[src/rtl/itu_tbase_pkg.sv]
package itu_tbase_pkg;

  typedef logic [63:0] tbase_t;

  // field positions inside a table base word
  localparam int TYPE_LO = 56;
  localparam int ESZ_LO  = 48;
  localparam int PG_LO   = 8;
  localparam int SHR_LO  = 10;
  localparam int PAHI_LO = 12;
  localparam int IND_BIT = 62;
  localparam int ICA_LO  = 59;
  localparam int OCA_LO  = 53;

  localparam logic [2:0] TYPE_DEV  = 3'd1;
  localparam logic [2:0] TYPE_COLL = 3'd4;
  localparam logic [1:0] PG_64K    = 2'd2;
  localparam logic [1:0] SHR_INNER = 2'd1;
  localparam logic [1:0] SHR_RSVD  = 2'd3;
  localparam logic [2:0] ICA_RAWB  = 3'd3;
  localparam logic [2:0] OCA_SAME  = 3'd0;

  function automatic tbase_t reset_word(input logic [2:0] ty, input logic [4:0] esz_code);
    tbase_t w;
    w = '0;
    w[TYPE_LO +: 3] = ty;
    w[ESZ_LO  +: 5] = esz_code;
    w[PG_LO   +: 2] = PG_64K;
    w[SHR_LO  +: 2] = SHR_INNER;
    w[ICA_LO  +: 3] = ICA_RAWB;
    w[OCA_LO  +: 3] = OCA_SAME;
    return w;
  endfunction

endpackage

[src/rtl/itu_tbase_merge.sv]
module itu_tbase_merge
  import itu_tbase_pkg::*;
(
  input  tbase_t      old_word,
  input  logic [63:0] wr_data,
  input  logic        acc_64,
  input  logic        upper,
  output tbase_t      merged
);

  always_comb begin
    merged = old_word;
    if (acc_64) begin
      merged = wr_data;
    end else if (upper) begin
      merged[63:32] = wr_data[31:0];
    end else begin
      merged[31:0] = wr_data[31:0];
    end
  end

endmodule

[src/rtl/itu_tbase_sanitise.sv]
module itu_tbase_sanitise
  import itu_tbase_pkg::*;
#(
  parameter logic [2:0] TYPE_CODE = TYPE_DEV,
  parameter int         ESIZE     = 8,
  parameter bit         CLR_IND   = 1'b0
) (
  input  tbase_t raw,
  output tbase_t clean
);

  localparam logic [4:0] ESZ_CODE = 5'(ESIZE - 1);

  always_comb begin
    clean = raw;
    clean[TYPE_LO +: 3] = TYPE_CODE;
    clean[ESZ_LO  +: 5] = ESZ_CODE;
    clean[PG_LO   +: 2] = PG_64K;
    clean[PAHI_LO +: 4] = 4'h0;
    if (raw[SHR_LO +: 2] == SHR_RSVD) begin
      clean[SHR_LO +: 2] = SHR_INNER;
    end
    if (CLR_IND) begin
      clean[IND_BIT] = 1'b0;
    end
  end

endmodule

[src/rtl/itu_tbase_slot.sv]
module itu_tbase_slot
  import itu_tbase_pkg::*;
#(
  parameter logic [2:0] TYPE_CODE = TYPE_DEV,
  parameter int         ESIZE     = 8,
  parameter bit         CLR_IND   = 1'b0
) (
  input  logic        clk,
  input  logic        rst_n,
  input  logic        unit_en,
  input  logic        wr_hit,
  input  logic        acc_64,
  input  logic        upper,
  input  logic [63:0] wr_data,
  output tbase_t      q
);

  localparam tbase_t RST_WORD = reset_word(TYPE_CODE, 5'(ESIZE - 1));

  tbase_t merged, clean, q_nxt;
  logic   load;

  itu_tbase_merge u_merge (
    .old_word (q),
    .wr_data  (wr_data),
    .acc_64   (acc_64),
    .upper    (upper),
    .merged   (merged)
  );

  itu_tbase_sanitise #(
    .TYPE_CODE (TYPE_CODE),
    .ESIZE     (ESIZE),
    .CLR_IND   (CLR_IND)
  ) u_sanit (
    .raw   (merged),
    .clean (clean)
  );

  always_comb begin
    load  = wr_hit && !unit_en;
    q_nxt = load ? clean : q;
  end

  always_ff @(posedge clk or negedge rst_n) begin
    if (!rst_n) begin
      q <= RST_WORD;
    end else if (load) begin
      q <= q_nxt;
    end
  end


  lock_chk: assert property (@(posedge clk) disable iff (!rst_n)
    unit_en |=> $stable(q));


  type_chk: assert property (@(posedge clk) disable iff (!rst_n)
    (q[TYPE_LO +: 3] == TYPE_CODE) && (q[ESZ_LO +: 5] == 5'(ESIZE - 1)));


  page_chk: assert property (@(posedge clk) disable iff (!rst_n)
    (q[PG_LO +: 2] == PG_64K) && (q[PAHI_LO +: 4] == 4'h0));


  shr_chk: assert property (@(posedge clk) disable iff (!rst_n)
    q[SHR_LO +: 2] != SHR_RSVD);

  generate
    if (CLR_IND) begin : g_ind

      ind_clear_chk: assert property (@(posedge clk) disable iff (!rst_n)
        !q[IND_BIT]);
    end
  endgenerate

endmodule

[src/rtl/itu_tbase_bank.sv]
module itu_tbase_bank
  import itu_tbase_pkg::*;
#(
  parameter int ADDR_W     = 8,
  parameter int NUM_SLOTS  = 8,
  parameter int DEV_ESIZE  = 8,
  parameter int COLL_ESIZE = 8
) (
  input  logic              clk,
  input  logic              rst_n,
  input  logic              unit_en,
  input  logic [ADDR_W-1:0] acc_addr,
  input  logic              acc_64,
  input  logic              wr_en,
  input  logic [63:0]       wr_data,
  output logic [63:0]       rd_data,
  output logic [63:0]       dev_base,
  output logic [63:0]       coll_base
);

  localparam int SLOT_W   = $clog2(NUM_SLOTS);
  localparam int NUM_IMPL = 2;

  logic [SLOT_W-1:0] slot_idx;
  logic              upper;
  tbase_t            slot_q [NUM_IMPL];
  tbase_t            sel_word;

  assign slot_idx = acc_addr[3 +: SLOT_W];
  assign upper    = acc_addr[2];

  generate
    for (genvar i = 0; i < NUM_IMPL; i++) begin : g_slot
      localparam logic [2:0] TY = (i == 0) ? TYPE_DEV : TYPE_COLL;
      localparam int         ES = (i == 0) ? DEV_ESIZE : COLL_ESIZE;
      localparam bit         CI = (i != 0);
      itu_tbase_slot #(
        .TYPE_CODE (TY),
        .ESIZE     (ES),
        .CLR_IND   (CI)
      ) u_slot (
        .clk     (clk),
        .rst_n   (rst_n),
        .unit_en (unit_en),
        .wr_hit  (wr_en && (slot_idx == SLOT_W'(i))),
        .acc_64  (acc_64),
        .upper   (upper),
        .wr_data (wr_data),
        .q       (slot_q[i])
      );
    end
  endgenerate

  always_comb begin
    sel_word = '0;
    for (int i = 0; i < NUM_IMPL; i++) begin
      if (slot_idx == SLOT_W'(i)) sel_word = slot_q[i];
    end
    if (acc_64)     rd_data = sel_word;
    else if (upper) rd_data = {32'h0, sel_word[63:32]};
    else            rd_data = {32'h0, sel_word[31:0]};
  end

  assign dev_base  = slot_q[0];
  assign coll_base = slot_q[1];


  void_wr_chk: assert property (@(posedge clk) disable iff (!rst_n)
    (wr_en && (slot_idx >= SLOT_W'(NUM_IMPL))) |=> ($stable(dev_base) && $stable(coll_base)));


  rd_half_chk: assert property (@(posedge clk) disable iff (!rst_n)
    !acc_64 |-> (rd_data[63:32] == 32'h0));

endmodule

[config.mk]
export PLATFORM = sky130hd
export DESIGN_NAME = itu_tbase_bank
export DESIGN_NICKNAME = d
export VERILOG_FILES = /design/src/rtl/itu_tbase_pkg.sv /design/src/rtl/itu_tbase_merge.sv /design/src/rtl/itu_tbase_sanitise.sv /design/src/rtl/itu_tbase_slot.sv /design/src/rtl/itu_tbase_bank.sv
export SDC_FILE = /design/constraint.sdc
export NUM_CORES = 1
export LEC_CHECK = 0
export ABC_CLOCK_PERIOD_IN_PS = 1400
export BUFFER_PORTS_ARGS = -buffer_cell sky130_fd_sc_hd__buf_2
export CAP_MARGIN = 40
export CORE_AREA = 2 2 127 129
export CTS_BUF_LIST = sky130_fd_sc_hd__clkbuf_8 sky130_fd_sc_hd__clkbuf_16
export DETAILED_ROUTE_END_ITERATION = 10
export DIE_AREA = 0 0 129 131
export PLACE_DENSITY = 0.78
export SLEW_MARGIN = 20
export SYNTH_ARGS = -nofsm -noshare
export SYNTH_HDL_FRONTEND = slang
export SYNTH_SLANG_ARGS = --single-unit
[constraint.sdc]
create_clock -name clk -period 1.4 [get_ports clk]
set_input_delay 0.07 -clock clk [delete_from_list [all_inputs] [get_ports clk]]
set_output_delay 0.07 -clock clk [all_outputs]
set_load 0.1 [all_outputs]
==> flow_summary.json, run 1 <==
{
  "largest-register": "g_slot.u_slot.q",
  "hold_class": "input pin to flop",
  "tritoncts": "done",
  "period_needed_ps": 1724,
  "clkLatencyLatePin_ps": 350,
  "ir_drop_mv": 1.115,
  "avgRoutedWirePerCell_um": 21.72,
  "critPathKind": "flop to primary output",
  "rsz0062_at_grt": "true",
  "intPower_mw": 7.545,
  "end_kind": "primary output",
  "antenna_left": 0,
  "grt_pass1_wl_mm": 35.03,
  "drive_gt1_frac": 0.8021,
  "tightest_slew_ps": 510.4,
  "io_pins": 269,
  "synth-seq-area-share": 0.4186,
  "num_vias": 5940,
  "cts-htree-levels": 3,
  "setup_viol": 39,
  "fmax_ghz": 0.5802,
  "hpwl_mm": 15.48,
  "cts_sinks": 99,
  "area_growth_syn_to_layout_pct": 88.72,
  "critPathArrivalTime_ps": 1650,
  "vias_per_cell": 5.526,
  "track_usage": 0.2725,
  "critPathRequiredTime_ps": 1330,
  "die_h_um": 131,
  "pwr-share-comb": 0.566,
  "cp-start-kind": "flop",
  "grt_max_degree": 51,
  "max-clock-path-buffers": 2,
  "pwr_density_cell_nw_per_um2": 1370,
  "port_buffers": 224,
  "wl_mm": 23.35,
  "antenna_found_initial": 0,
  "leakage_nw": 4.745,
  "nets": 931,
  "ys_types": 37,
  "fin_hold_ws_ps": 13.54,
  "grt_overflow": 0,
  "place.gp.congestion": 0.8085,
  "synthesis.area_um2": 5936,
  "crit_family": "flip-flops",
  "violations": "negative setup slack",
  "fp-row-count": 46,
  "p_total_mw": 15.35,
  "finalCritPeriodShare": 1.231,
  "cts.clk_slew.worst_paths_ps": 70,
  "cpPeakStageDelay_ps": 480,
  "drc_errors": 0,
  "ys_ff_latch": 99,
  "drv_slew": 0,
  "core_um2": 15600,
  "ys_warn_count": 0,
  "drt_iter0_drc": 349,
  "clkPwrFrac": 0.165,
  "switching_share": 0.5084,
  "cp_slowest_cell": "dfrtp_4",
  "layout_setup_ws_ps": -323.6,
  "fin_skew_ps": 1.084,
  "initial_utilization": 0.3806,
  "die-area_um2": 16900,
  "antenna_cells": 0,
  "grt_pass1_vias": 6304,
  "critPathBufInv": 1,
  "status": "complete, but fails checks",
  "hold_viol_final": 0,
  "avgSynthCellArea_um2": 11.66,
  "root_buffer": "clkbuf_16",
  "path_cells": "mux4_2 -> and2_4 -> buf_12",
  "maxCapViolations": 0,
  "largest_reg_flops": 99,
  "synthesis.instances": 509,
  "firstDrtPassIters": 5,
  "dp_worst_setup_slack_ps": -294.6,
  "cts_made_buffers": 9,
  "top_regs": "g_slot.u_slot.q x99",
  "fp.dieW_um": 129,
  "cp_max_fo": 2,
  "relSlewSlack": 0.6621,
  "power_frac_seq": 0.269,
  "p_sw_mw": 7.803
}
## power groups by stage
stage	combinational [mW]	sequential, mW	clock (mW)
floorplan	2.58	7.88	0
global placement	7.83	4.12	0
detailed placement	7.93	4.15	0
CTS	8.48	4.10	2.57
global route	8.93	4.20	2.65
finish	8.69	4.13	2.53
## cells by family (layout without fill, tap and decap cells)
group                  after synthesis  count (layout)  share of synthesized area
AOI/OAI and AO/OA                   97              97                     0.1528
buffers and inverters               91             410                    0.08706
DFF                                 99              99                     0.4186
muxes                               97              97                     0.2228
other                                2              32                   0.001265
and+or+nand+nor                    123             124                     0.1174
## cell usage in the layout (no fill, tap or decap), types with 12 or more instances in the layout
cell type	count
dfrtp_2	16
buf_2	136
inv_1	13
mux2_2	20
conb_1	32
nor2_4	34
buf_12	79
and2_4	18
mux2_4	31
mux2i_4	28
buf_6	37
buf_4	98
o221a_2	25
a222oi_1	12
dfrtp_4	77
o32ai_1	34
dlygate4sd3_1	19
nand2b_1	35
mux4_2	17
## cells in the mapped netlist
master,n,share of area
a21oi_1,7,0.0059
a222oi_1,12,0.020
a22o_1,2,0.0030
and2_1,18,0.019
buf_1,5,0.0032
buf_2,11,0.0093
buf_4,37,0.047
buf_6,3,0.0057
clkbuf_1,21,0.013
conb_1,2,0.0013
dfrtp_1,93,0.39
dfstp_2,6,0.027
inv_1,13,0.0082
inv_2,1,0.00063
mux2_2,31,0.059
mux2_4,20,0.051
mux2i_1,29,0.049
mux4_2,17,0.065
nand2_1,6,0.0038
nand2_2,1,0.0011
nand2_4,1,0.0019
nand2b_1,37,0.039
nand3_1,3,0.0025
nand4bb_1,1,0.0019
nor2_1,42,0.027
nor2b_1,7,0.0074
nor3_4,2,0.0055
nor4_4,1,0.0036
nor4b_1,1,0.0015
o21ai_0,4,0.0034
o21ai_1,1,0.00084
o21ai_2,1,0.0015
o221a_2,35,0.066
o32ai_1,35,0.052
or2_0,1,0.0011
or2_2,1,0.0011
or4b_1,1,0.0017
## final cells by class
type                    instances  area (um2)
clock inverters                 6       56.30
repair buffers                380        3742
well taps                     216       270.3
inverters                      14       56.30
multi-input cells             350        4021
flip-flops and latches         99        2816
clock buffers                  10       239.0
fillers                       977        4395
## path summary, 6_finish.rpt
kind	startpoint	end	slack [ps]	cells after the start
setup / recovery	g_slot[1].u_slot.q[2]	rd_data[2]	-320	3
hold / removal	wr_data[42]	g_slot[0].u_slot.q[42]	10	2
setup reg to reg	g_slot[0].u_slot.q[59]	g_slot[0].u_slot.q[59]	70	6
hold reg to reg	g_slot[0].u_slot.q[11]	g_slot[0].u_slot.q[11]	520	1
max in group asynchronous	rst_n	g_slot[0].u_slot.q[17]	700	3
min in group asynchronous	rst_n	g_slot[1].u_slot.q[5]	110	2
## through the flow
stage | util | cells | setup TNS [ps] | instance area (um2)
3_3_place_gp | 0.6271 | 996 | -19080 | 9782
2_1_floorplan | - | 539 | -9265 | 7128
3_5_place_dp | 0.6271 | 996 | -22210 | 9782
6_report | 0.7182 | 1075 | -5972 | 11200
4_1_cts | 0.7034 | 1063 | -6242 | 10970
5_1_grt | 0.7182 | 1075 | -7325 | 11200
## layer usage
| layer | global-route usage | routed length (um) | share of wire |
|---|---|---|---|
| met1 | 0.3153 | 8579 | 0.37 |
| met2 | 0.4862 | 12160 | 0.52 |
| met3 | 0.05008 | 1666 | 0.071 |
| met4 | 0.1375 | 935 | 0.040 |
| met5 | 0 | 0 | 0 |
## worst register-to-register path: cells and delay by family (launching register included)
kind,cells,cell delay (ps)
AND/OR/NAND/NOR,1,100
AO/OA/AOI/OAI,2,250
buffers and inverters,3,320
flip-flops,1,620
## repair_timing
item / in CTS / in global routing
setup buffers: 30 / 24
resized for setup: 83 / 54
hold buffers: 19 / 0
setup endpoints to repair: 57 / 73
endpoints found under the hold margin: 126 / 0
pin swaps: 12 / 20
gates cloned: 2 / 0
No activity file was read; power rests on OpenSTA's default activity.
==> run 2, diff against run 1 <==
- PLACE_DENSITY: 0.78 -> 0.67
==> flow_summary.json, run 2 (synthesis gave the netlist of run 1 again) <==
{
  "critPathKind": "flop to primary output",
  "critPathArrivalTime_ps": 1660,
  "drv_slew": 0,
  "switching_share": 0.5120,
  "rsz0062_at_grt": "true",
  "nets": 935,
  "max-clock-path-buffers": 2,
  "cts-htree-levels": 3,
  "place.gp.congestion": 0.8980,
  "leakage_nw": 4.731,
  "critPathRequiredTime_ps": 1330,
  "p_total_mw": 15.50,
  "drc_errors": 0,
  "end_kind": "primary output",
  "drive_gt1_frac": 0.8019,
  "wl_mm": 23.10,
  "pwr_density_cell_nw_per_um2": 1388,
  "hold_class": "input pin to flop",
  "cts_sinks": 99,
  "grt.met3_usage": 0.03461,
  "p_sw_mw": 7.935,
  "violations": "negative setup slack",
  "grt_max_degree": 42,
  "die-area_um2": 16900,
  "path_cells": "mux4_2 -> and2_4 -> buf_12",
  "port_buffers": 224,
  "top_regs": "g_slot.u_slot.q x99",
  "vias_per_cell": 5.487,
  "firstDrtPassIters": 5,
  "cp_slowest_cell": "dfrtp_4",
  "initial_utilization": 0.3806,
  "tritoncts": "done",
  "core_um2": 15600,
  "track_usage": 0.2649,
  "intPower_mw": 7.562,
  "pwr-share-comb": 0.562,
  "dp_worst_setup_slack_ps": -273.1,
  "antenna_left": 0,
  "critPathBufInv": 1,
  "grt_overflow": 0,
  "clkPwrFrac": 0.169,
  "period_needed_ps": 1727,
  "finalCritPeriodShare": 1.234,
  "final_common_cell": "buf_2",
  "layout_setup_ws_ps": -327.0,
  "cp_max_fo": 2,
  "busiest_layer": "met2",
  "power_frac_seq": 0.269,
  "grt_pass1_wl_mm": 34.01,
  "antenna_found_initial": 2,
  "setup_viol": 43,
  "die_h_um": 131,
  "area_growth_syn_to_layout_pct": 88.11,
  "avgRoutedWirePerCell_um": 21.37,
  "tightest_slew_ps": 538.8,
  "num_vias": 5931,
  "io_pins": 269,
  "cpPeakStageDelay_ps": 500,
  "hold_viol_final": 0,
  "cp-start-kind": "flop",
  "cts_made_buffers": 9,
  "ir_drop_mv": 1.111,
  "largest_reg_flops": 99,
  "crit_family": "flip-flops",
  "mostFrequentLayoutCells": "134 x buf_2, 106 x buf_4, 79 x buf_12",
  "cts.clk_slew.worst_paths_ps": 80,
  "fin_skew_ps": 5.418,
  "root_buffer": "clkbuf_16",
  "relSlewSlack": 0.6433,
  "nFillCells": 1024,
  "status": "complete, but fails checks",
  "fp.dieW_um": 129,
  "hpwl_mm": 16.35,
  "grt.met2_usage": 0.4491,
  "largest-register": "g_slot.u_slot.q",
  "clkLatencyLatePin_ps": 350,
  "fp-row-count": 46,
  "drt_iter0_drc": 394,
  "fmax_ghz": 0.5790,
  "grt_pass1_vias": 6009,
  "maxCapViolations": 0,
  "grtUsageMet1": 0.3446
}
==> run 2: cell types whose count changed in the layout (fill, tap and decap cells not counted), sizes merged <==
cell         delta
nand2           -1
buf             +2
diode           +2
dlygate4sd3     -1
clkbuf          +3
clkinv          -2
inv             +3
==> run 2: timing repair <==
action                                  in CTS  in global routing
pin swaps                                   15                 12
hold endpoints to repair                    53                  0
hold buffers                                18                  0
buffers inserted                            28                 24
gates resized for setup                     77                 49
endpoints found under the setup margin      54                 75
==> run 2: worst paths after layout <==
path                            cells after the start                   start  slack, ps                endpoint
max in group asynchronous                           3                   rst_n        580  g_slot[1].u_slot.q[59]
min in group asynchronous                           2                   rst_n        200  g_slot[1].u_slot.q[41]
worst min register to register                      1  g_slot[0].u_slot.q[11]        530  g_slot[0].u_slot.q[11]
worst max-delay path                                3  g_slot[0].u_slot.q[23]       -330             rd_data[23]
worst max register to register                      6  g_slot[1].u_slot.q[59]         70  g_slot[1].u_slot.q[59]
worst min-delay path                                2             wr_data[26]          4  g_slot[1].u_slot.q[26]
==> run 2: stage by stage <==
| step | cells | utilization | hold WS [ps] | setup TNS (ps) | area [um2] |
|---|---|---|---|---|---|
| 2_1_floorplan | 539 | - | -225.6 | -9265 | 7128 |
| 3_3_place_gp | 999 | 0.6278 | 18.60 | -17200 | 9792 |
| 3_5_place_dp | 999 | 0.6278 | 25.07 | -19310 | 9792 |
| 4_1_cts | 1061 | 0.6983 | 0.5235 | -6263 | 10890 |
| 5_1_grt | 1080 | 0.7157 | 7.563 | -7369 | 11160 |
| 6_report | 1081 | 0.7159 | 4.396 | -6204 | 11170 |
==> run 2: layout make-up <==
class / instances / area [um2] / share of cell area
repair buffers: 385 / 3727 / 0.3338
well taps: 216 / 270.3 / 0.02420
flip-flops and latches: 99 / 2816 / 0.2522
multi-input cells: 349 / 3984 / 0.3568
diodes: 2 / 5.005 / 0.0004482
clock buffers: 9 / 225.2 / 0.02017
clock inverters: 7 / 81.33 / 0.007284
inverters: 14 / 56.30 / 0.005043
==> run 2: power by group through the flow <==
stage / registers (mW) / logic [mW] / clock network (mW)
after floorplan: 7.88 / 2.58 / 0
after global placement: 4.13 / 7.91 / 0
after detailed placement: 4.16 / 8.02 / 0
after CTS: 4.12 / 8.51 / 2.67
after global routing: 4.21 / 8.94 / 2.76
final: 4.16 / 8.71 / 2.62
==> run 2: per-layer routing <==
metal  vias up  wire length (um)
met3        50              1561
met2       336             11750
met1      2975              9185
met5         -                 0
met4         0               602
li1       2570                 -
